### config.mk
export PLATFORM = sky130hd
export DESIGN_NAME = pt_walker
export DESIGN_NICKNAME = d
export VERILOG_FILES = /design/src/rtl/ptw_pkg.sv /design/src/rtl/ptw_rst_sync.sv /design/src/rtl/ptw_fsm.sv /design/src/rtl/ptw_addr_gen.sv /design/src/rtl/ptw_entry_decode.sv /design/src/rtl/pt_walker.sv
export SDC_FILE = /design/constraint.sdc
export NUM_CORES = 1
export LEC_CHECK = 0
export ABC_AREA = 1
export BUFFER_PORTS_ARGS = -buffer_cell sky130_fd_sc_hd__buf_4
export CAP_MARGIN = 20
export CELL_PAD_IN_SITES_DETAIL_PLACEMENT = 1
export CELL_PAD_IN_SITES_GLOBAL_PLACEMENT = 1
export CORE_ASPECT_RATIO = 1.5
export CORE_MARGIN = 4
export CORE_UTILIZATION = 30
export CTS_CLUSTER_SIZE = 24
export DETAILED_ROUTE_END_ITERATION = 10
export GPL_ROUTABILITY_DRIVEN = 0
export PLACE_DENSITY = 0.74
export RECOVER_POWER = 25
export REMOVE_ABC_BUFFERS = 1
export SYNTH_ARGS = -nofsm -noshare
export SYNTH_HDL_FRONTEND = slang
export SYNTH_SLANG_ARGS = --single-unit
### constraint.sdc
create_clock -name clk -period 10.1 [get_ports clk]
set_input_delay 0.505 -clock clk [delete_from_list [all_inputs] [get_ports clk]]
set_output_delay 0.505 -clock clk [all_outputs]
set_load 0.005 [all_outputs]
### src/rtl/ptw_pkg.sv
package ptw_pkg;
  typedef enum logic [2:0] {
    PTW_IDLE = 3'd0,
    PTW_RD1  = 3'd1,
    PTW_WT1  = 3'd2,
    PTW_RD2  = 3'd3,
    PTW_WT2  = 3'd4,
    PTW_DONE = 3'd5
  } ptw_state_e;

  // field positions inside a table entry word
  localparam int unsigned ENT_VALID_BIT = 0;
  localparam int unsigned ENT_DIRTY_BIT = 1;
  localparam int unsigned ENT_PERM_LSB  = 2;
  localparam int unsigned ENT_RPN_LSB   = 12;
  localparam int unsigned ENT_SHIFT     = 2;  // log2 of entry size in bytes
endpackage

### src/rtl/ptw_rst_sync.sv
module ptw_rst_sync (
  input  logic clk,
  input  logic rst_n,
  output logic rst_sync_n
);
  logic [1:0] sync_q;

  always_ff @(posedge clk or negedge rst_n) begin
    if (!rst_n) sync_q <= 2'b00;
    else        sync_q <= {sync_q[0], 1'b1};
  end

  assign rst_sync_n = sync_q[1];
endmodule

### src/rtl/ptw_fsm.sv
module ptw_fsm
  import ptw_pkg::*;
(
  input  logic       clk,
  input  logic       rst_n,
  input  logic       req_valid,
  input  logic       rsp_valid,
  input  logic       ent_valid,
  output ptw_state_e state_q,
  output logic       ld_req,
  output logic       ld_root,
  output logic       ld_res
);
  ptw_state_e state_d;

  always_comb begin
    state_d = state_q;
    unique case (state_q)
      PTW_IDLE: if (req_valid) state_d = PTW_RD1;
      PTW_RD1:  state_d = PTW_WT1;
      PTW_WT1:  if (rsp_valid) state_d = ent_valid ? PTW_RD2 : PTW_DONE;
      PTW_RD2:  state_d = PTW_WT2;
      PTW_WT2:  if (rsp_valid) state_d = PTW_DONE;
      PTW_DONE: state_d = PTW_IDLE;
      default:  state_d = PTW_IDLE;
    endcase
  end

  always_ff @(posedge clk or negedge rst_n) begin
    if (!rst_n) state_q <= PTW_IDLE;
    else        state_q <= state_d;
  end

  assign ld_req  = (state_q == PTW_IDLE) && req_valid;
  assign ld_root = (state_q == PTW_WT1) && rsp_valid && ent_valid;
  assign ld_res  = ((state_q == PTW_WT1) && rsp_valid && !ent_valid) ||
                   ((state_q == PTW_WT2) && rsp_valid);
endmodule

### src/rtl/ptw_addr_gen.sv
module ptw_addr_gen
  import ptw_pkg::*;
#(
  parameter int unsigned ADDR_W   = 32,
  parameter int unsigned IDX1_W   = 10,
  parameter int unsigned IDX2_W   = 10,
  parameter int unsigned OFF_W    = 12
) (
  input  ptw_state_e          state,
  input  logic [ADDR_W-1:0]   va,
  input  logic [ADDR_W-1:0]   root_base,
  input  logic [ADDR_W-1:0]   leaf_base,
  output logic [ADDR_W-1:0]   rd_addr
);
  localparam int unsigned PAD1 = ADDR_W - IDX1_W - ENT_SHIFT;
  localparam int unsigned PAD2 = ADDR_W - IDX2_W - ENT_SHIFT;

  logic [IDX1_W-1:0] idx1;
  logic [IDX2_W-1:0] idx2;
  logic [ADDR_W-1:0] off1;
  logic [ADDR_W-1:0] off2;

  assign idx1 = va[ADDR_W-1 -: IDX1_W];
  assign idx2 = va[OFF_W +: IDX2_W];
  assign off1 = {{PAD1{1'b0}}, idx1, {ENT_SHIFT{1'b0}}};
  assign off2 = {{PAD2{1'b0}}, idx2, {ENT_SHIFT{1'b0}}};

  always_comb begin
    if (state == PTW_RD2) rd_addr = leaf_base + off2;
    else                  rd_addr = root_base + off1;
  end
endmodule

### src/rtl/ptw_entry_decode.sv
module ptw_entry_decode
  import ptw_pkg::*;
#(
  parameter int unsigned ADDR_W = 32,
  parameter int unsigned OFF_W  = 12,
  parameter int unsigned RPN_W  = 14,
  parameter int unsigned PERM_W = 3
) (
  input  logic [ADDR_W-1:0] word,
  output logic              valid,
  output logic              dirty,
  output logic [PERM_W-1:0] perm,
  output logic [RPN_W-1:0]  rpn,
  output logic [ADDR_W-1:0] next_base
);
  assign valid     = word[ENT_VALID_BIT];
  assign dirty     = word[ENT_DIRTY_BIT];
  assign perm      = word[ENT_PERM_LSB +: PERM_W];
  assign rpn       = word[ENT_RPN_LSB +: RPN_W];
  assign next_base = {word[ADDR_W-1:OFF_W], {OFF_W{1'b0}}};
endmodule

### src/rtl/pt_walker.sv
module pt_walker
  import ptw_pkg::*;
#(
  parameter int unsigned ADDR_W = 32,
  parameter int unsigned IDX1_W = 10,
  parameter int unsigned IDX2_W = 10,
  parameter int unsigned OFF_W  = 12,
  parameter int unsigned RPN_W  = 14,
  parameter int unsigned PERM_W = 3,
  localparam int unsigned PA_W  = RPN_W + OFF_W
) (
  input  logic              clk,
  input  logic              rst_n,
  input  logic              req_valid,
  output logic              req_ready,
  input  logic [ADDR_W-1:0] req_va,
  input  logic [ADDR_W-1:0] req_root,
  output logic              mem_req_valid,
  output logic [ADDR_W-1:0] mem_req_addr,
  input  logic              mem_rsp_valid,
  input  logic [ADDR_W-1:0] mem_rsp_data,
  output logic              done,
  output logic              fault,
  output logic [RPN_W-1:0]  rpn,
  output logic [PERM_W-1:0] perm,
  output logic              dirty,
  output logic [PA_W-1:0]   pa
);
  logic              rst_sync_n;
  ptw_state_e        state_q;
  logic              ld_req, ld_root, ld_res;
  logic              ent_valid, ent_dirty;
  logic [PERM_W-1:0] ent_perm;
  logic [RPN_W-1:0]  ent_rpn;
  logic [ADDR_W-1:0] ent_base;

  logic [ADDR_W-1:0] va_q, root_q, leaf_q;
  logic              fault_q, dirty_q;
  logic [PERM_W-1:0] perm_q;
  logic [RPN_W-1:0]  rpn_q;

  ptw_rst_sync u_rst (
    .clk        (clk),
    .rst_n      (rst_n),
    .rst_sync_n (rst_sync_n)
  );

  ptw_fsm u_fsm (
    .clk       (clk),
    .rst_n     (rst_sync_n),
    .req_valid (req_valid),
    .rsp_valid (mem_rsp_valid),
    .ent_valid (ent_valid),
    .state_q   (state_q),
    .ld_req    (ld_req),
    .ld_root   (ld_root),
    .ld_res    (ld_res)
  );

  ptw_entry_decode #(
    .ADDR_W (ADDR_W), .OFF_W (OFF_W), .RPN_W (RPN_W), .PERM_W (PERM_W)
  ) u_dec (
    .word      (mem_rsp_data),
    .valid     (ent_valid),
    .dirty     (ent_dirty),
    .perm      (ent_perm),
    .rpn       (ent_rpn),
    .next_base (ent_base)
  );

  ptw_addr_gen #(
    .ADDR_W (ADDR_W), .IDX1_W (IDX1_W), .IDX2_W (IDX2_W), .OFF_W (OFF_W)
  ) u_agen (
    .state     (state_q),
    .va        (va_q),
    .root_base (root_q),
    .leaf_base (leaf_q),
    .rd_addr   (mem_req_addr)
  );

  // request capture
  always_ff @(posedge clk or negedge rst_sync_n) begin
    if (!rst_sync_n) begin
      va_q   <= '0;
      root_q <= '0;
    end else if (ld_req) begin
      va_q   <= req_va;
      root_q <= req_root;
    end
  end

  // second-level table base
  always_ff @(posedge clk or negedge rst_sync_n) begin
    if (!rst_sync_n)  leaf_q <= '0;
    else if (ld_root) leaf_q <= ent_base;
  end

  // result capture; all fields cleared on a fault
  always_ff @(posedge clk or negedge rst_sync_n) begin
    if (!rst_sync_n) begin
      fault_q <= 1'b0;
      dirty_q <= 1'b0;
      perm_q  <= '0;
      rpn_q   <= '0;
    end else if (ld_res) begin
      fault_q <= !ent_valid;
      dirty_q <= ent_valid & ent_dirty;
      perm_q  <= ent_valid ? ent_perm : '0;
      rpn_q   <= ent_valid ? ent_rpn  : '0;
    end
  end

  assign req_ready     = (state_q == PTW_IDLE);
  assign mem_req_valid = (state_q == PTW_RD1) || (state_q == PTW_RD2);
  assign done          = (state_q == PTW_DONE);
  assign fault         = fault_q;
  assign rpn           = rpn_q;
  assign perm          = perm_q;
  assign dirty         = dirty_q;
  assign pa            = fault_q ? '0 : {rpn_q, va_q[OFF_W-1:0]};
endmodule

==> results of run 1 <==
[per-layer routing]
layer / wire length [um] / vias up / track usage
met5: 0 / - / 0
met4: 558 / 0 / 0.0749
met3: 898 / 27 / 0.0374
met2: 9730 / 109 / 0.306
met1: 7100 / 2525 / 0.188
li1: - / 2621 / -
[timing repair]
action,in CTS,in global routing
endpoints found under the hold margin,2,0
hold buffers,1,0
setup buffers,0,0
[worst max-delay path, delay by kind of cell (launching register included)]
kind | cells | cell delay [ns]
compound gates | 1 | 0.22
buf+inv | 2 | 1.01
simple gates | 2 | 0.70
flops | 1 | 0.44
[placed cells by master (no fill, tap or decap), drive strengths merged, types with 9 or more instances in the layout]
cell type and count:
a21oi 32, buf 155, clkbuf 28, dfrtp 108, ha 10, inv 106, mux2 43, nand2 186
nand3 49, nor2 83, o21ai 25, o22ai 17, xnor2 9
[worst max-delay path by stage]
stage	to	slack, ns	cells past startpoint
floorplan	dirty	6.87	0
global placement	mem_req_addr[6]	7.08	6
detailed placement	mem_req_addr[6]	7.05	6
CTS	mem_req_addr[6]	6.64	6
global route	mem_req_addr[5]	6.51	6
finish	mem_req_addr[6]	6.86	5
[through the flow]
step	total power, mW	std cells	instance area (sq um)	hold slack (ns)
2_1_floorplan	1.61	698	5770	0.209
3_3_place_gp	2.25	1128	7400	0.290
3_5_place_dp	2.28	1128	7400	0.289
4_1_cts	2.66	1145	7700	0.344
5_1_grt	2.85	1147	7660	0.353
6_report	2.59	1147	7660	0.353
[registers in the layout (all words and copies together) (netlist names), 2 cells and up]
register and flops:
perm 3, u_rst.sync_q 2, u_fsm.state_q 3, rpn 14, va_q 32, root_q 32, leaf_q 20
[cells by family after synthesis]
| family | after synthesis | synth area share |
|---|---|---|
| XOR/XNOR | 9 | 0.0133 |
| other | 1 | 0.000634 |
| AO/OA/AOI/OAI | 82 | 0.0873 |
| flip-flops | 108 | 0.457 |
| AND/OR/NAND/NOR | 342 | 0.244 |
| adder cells (fa/ha/maj) | 11 | 0.0245 |
| buffers and inverters | 125 | 0.0901 |
| multiplexers | 43 | 0.0831 |
[synth_stat cells, types with 2 or more instances]
master	number
o22ai_2	10
a21oi_1	32
clkbuf_1	9
a31oi_1	2
nor3_1	6
buf_4	3
ha_1	10
nand3_2	3
mux2_4	2
nand3_1	46
a22o_1	4
xnor2_1	9
mux2_2	40
or2_2	3
nor2_1	83
inv_1	99
nand4_1	7
inv_2	2
nand3b_1	4
nand2_4	2
buf_6	6
o21ai_0	24
o22ai_1	7
buf_2	4
dfrtp_1	108
nand2_1	183
[power by group through the flow]
stage | clock [mW] | combinational, mW | sequential [mW]
5_1_grt | 0.396 | 1.61 | 0.837
4_1_cts | 0.375 | 1.48 | 0.809
2_1_floorplan | 0 | 0.837 | 0.771
3_5_place_dp | 0 | 1.47 | 0.815
3_3_place_gp | 0 | 1.44 | 0.805
6_report | 0.362 | 1.42 | 0.803
[cell type report]
class	instances	area, sq um
fill	2348	11700
inverter	102	385
multi-input combinational	488	2670
clock inverter	7	67.6
tap	256	320
antenna	2	5.00
timing repair buffer	175	1280
sequential	108	2700
clock buffer	9	225
==> metrics.txt, run 1 <==
H-tree depth=3; clk_lat worst skew=0.36 ns; CORE AREA=a little under 20,000 sq um; CTS tree=yes; Seq pwr share=0.310; HP Start=req_root[15]; maximum clock frequency=308 MHz; part of the Yosys area used for sequential elements=0.457; clock-pin transition on the worst setup and hold timing paths=0.08 ns; synthesis-stage register bit count=108; Leak=3.98 nW; Max-Cap Viols=1; Final Setup Violations=0; Synth area leader=dfrtp_1; yosys warns=0; Area contributors post-synth=dfrtp_1, nand2_1, mux2_2; # resized after CTS=0; Synth top area share=0.457; Num CTS Buffers=9; hold path endpoint=root_q[15]; Initial Util=0.306; peak supply drop=103 uV; final hold vios=0; minimum clock period=between 3 and 4 ns; clock buffer depth=2; R2R depth=1; Post-Syn Instances=721; max_slew headroom=-0.425; largest net degree at the start of global routing=92; CP Capture Type=output pin; Mapped Area=~5900 sq um; CP max stage delay=~0.83 ns; clock power share=0.140; chip width=about 120 um; crit-path cells=nor2_1 -> nand2_1 -> inv_2 -> o21ai_0 -> buf_4; DP Wirelength=13,800 um; power share of the combinational group=0.550; I/O pin total=180; gr ovfl total=0; Internal=between 1 and 1.5 mW; synth unique cells=39; CP max-delay cell=inv_2; WP data arrival=2.74 ns; RR Endpoint=va_q[26]; pwr/cell area=338 nW/um^2; CP startpoint=u_fsm.state_q[2]; FP Rows=62; Worst Tran Pin Value=2.14 ns; Net Sw Frac=0.427; first-pass GRT wire length=29,600 um; Avg Inst Size Synth=slightly above 8 sq um; vias=around 5,300; die height=180 um; Slew Limit Fails=50; register-to-register setup slack=about 7.4 ns; crit path kind=flip-flop to output pin; post-route setup slack=6.86 ns; Root Buffer=clkbuf_16; initial antenna violation count=2; Hold Crit Class=input port to flip-flop; fin util=0.397; CP startpoint kind=flip-flop; area growth from synthesis to layout=29.4%; Final period util=0.321; Post-synth EDFFs=0; Residual DRC=0; failing checks=max-capacitance violations, max-slew violations; CTS sink cnt=108; hold path cells=2; die area=22,100 sq um; RSZ-0062 raised after global routing=false; worst reg2reg startpoint=u_rst.sync_q[1]; critical path peak fanout=40; Critical Path RT=9.60 ns; number of global-route vias before repair=5,779; Clock Skews=0.00981 ns; I/O Buffers=172; DRT Pass-1 Iters=4; post-route ant nets=0; status=finished, violations left; Net Sw Power=1.11 mW; number of vias per cell=4.61; Setup WS pre-CTS=7.05 ns; GRT Resource Usage Total=0.170; routed wire length=18,300 um; First DRT Iteration DRCs=139; Final #Nets=~1,000; share of layout cells above drive strength 1=0.276; commonest register cell after synthesis=dfrtp_1; Routed WL per cell=15.9 um; Setup TNS=0 ns; Post-synth ARST share=1.00
Power figures use the tool's default switching activity.
==> inputs of run 2 (changes only) <==
PLACE_DENSITY = 0.76   (was 0.74)
clock period = 2.9 ns   (was 10.1 ns; I/O delays follow)
==> metrics.txt, run 2 (synthesis gave the netlist of run 1 again) <==
status=finished, violations left; failing checks=max-capacitance violations, max-slew violations; CP max stage delay=roughly 0.45 ns; initial antenna violation count=0; commonest cells after routing, fill and taps aside=nand2_1, buf_4, dfrtp_1; Residual DRC=0; routed wire length=18,600 um; Root Buffer=clkbuf_16; First DRT Iteration DRCs=153; Hold Crit Class=input port to flip-flop; DRT Pass-1 Iters=4; WP data arrival=around 2.6 ns; max_slew headroom=-0.0343; vias=~5,400; clk_lat worst skew=roughly 0.36 ns; Setup TNS=0 ns; Final Setup Violations=0; largest registers=root_q: 32 flops, va_q: 32 flops, leaf_q: 20 flops; Slew Limit Fails=37; number of vias per cell=4.63; critical path peak fanout=8; I/O pin total=180; CORE AREA=19,300 sq um; final hold vios=0; CTS sink cnt=roughly 110; cell repeated most along the worst path=nand3_1; peak supply drop=around 370 uV; RSZ-0062 raised after global routing=false; die area=roughly 22,000 sq um; gr ovfl total=0; minimum clock period=2.73 ns; worst reg2reg startpoint=u_rst.sync_q[1]; maximum clock frequency=roughly 370 MHz; die height=180 um; share of layout cells above drive strength 1=0.271; Leak=4.10 nW; fillers=2,356; CP Capture Type=output pin; H-tree depth=3; CTS tree=yes; clock-pin transition on the worst setup and hold timing paths=0.07 ns; ant diodes=0; Final period util=0.942; largest net degree at the start of global routing=71; number of global-route vias before repair=~5,800; area growth from synthesis to layout=34.0%; Worst Tran Pin Value=1.55 ns; Final #Nets=1,022; Top delay family on crit path=adder cells; HP Start=req_root[4]; post-route ant nets=0; Max-Cap Viols=1; GRT Resource Usage Total=0.174; crit-path cells=ha_1 -> fa_1 -> nand3_1 -> nand3_1 -> nand3_1 -> nand3_4 -> xnor2_1 -> o21ai_1 -> buf_4; Routed WL per cell=roughly 16 um; chip width=123 um; hold slack=0.0101 ns; most common cell after layout, fill and taps aside=nand2_1; CP startpoint kind=flip-flop; Clock Skews=approximately 0.0041 ns; crit path kind=flip-flop to output pin; Initial Util=0.306; pwr/cell area=1150 nW/um^2; I/O Buffers=172; clock buffer depth=2; Critical Path RT=2.76 ns; DP Wirelength=14,200 um; Num CTS Buffers=9; post-route setup slack=0.168 ns; CP startpoint=root_q[2]; CP max-delay cell=fa_1; Setup WS pre-CTS=approximately 0.51 ns; Bufs and invs on worst path=1; FP Rows=62; first-pass GRT wire length=roughly 30,000 um
==> run 2: final cells by class <==
| cell class | instances | area, sq um | share of cell area |
|---|---|---|---|
| multi-input combinational | 488 | 2690 | 0.339 |
| clock buffer | 11 | 233 | 0.0293 |
| sequential | 108 | 2700 | 0.341 |
| tap | 256 | 320 | 0.0404 |
| inverter | 102 | 385 | 0.0486 |
| clock inverter | 5 | 52.6 | 0.00662 |
| timing repair buffer | 202 | 1550 | 0.195 |
==> run 2: timing repair <==
item,4_1_cts,5_1_grt
buffers inserted,0,0
hold buffers,25,0
endpoints found under the hold margin,26,0
setup endpoints to repair,0,1
resized for setup,0,2
==> run 2: path summary, 6_finish.rpt <==
check / endpoint / slack [ns] / cells after the start
min reg2reg: u_rst.sync_q[1] / 0.35 / 0
max: mem_req_addr[14] / 0.17 / 9
max reg2reg: va_q[22] / 0.66 / 1
min in group asynchronous: u_rst.sync_q[0] / 0.09 / 2
min: root_q[4] / 0.01 / 2
max in group asynchronous: va_q[22] / 0.66 / 1
==> run 2: report_power, final <==
| part | total (mW) | switching (mW) | internal [mW] |
|---|---|---|---|
| logic | 5.04 | 2.66 | 2.38 |
| clock network | 1.24 | 0.574 | 0.666 |
| registers | 2.81 | 0.573 | 2.23 |
==> run 2: per-layer routing <==
metal | up-vias | global-route usage | share of wire
li1 | 2676 | - | -
met1 | 2603 | 0.190 | 0.38
met4 | 0 | 0.0758 | 0.032
met5 | - | 0 | 0
met3 | 31 | 0.0402 | 0.053
met2 | 116 | 0.313 | 0.53
==> run 2: metrics by stage <==
stage	instances	util	total power [mW]	area [sq um]
6_report	1172	0.411	9.09	7930
5_1_grt	1172	0.411	9.94	7930
4_1_cts	1172	0.413	9.31	7970
3_5_place_dp	1131	0.385	7.98	7440
3_3_place_gp	1131	0.385	7.83	7440
2_1_floorplan	698	-	5.60	5770
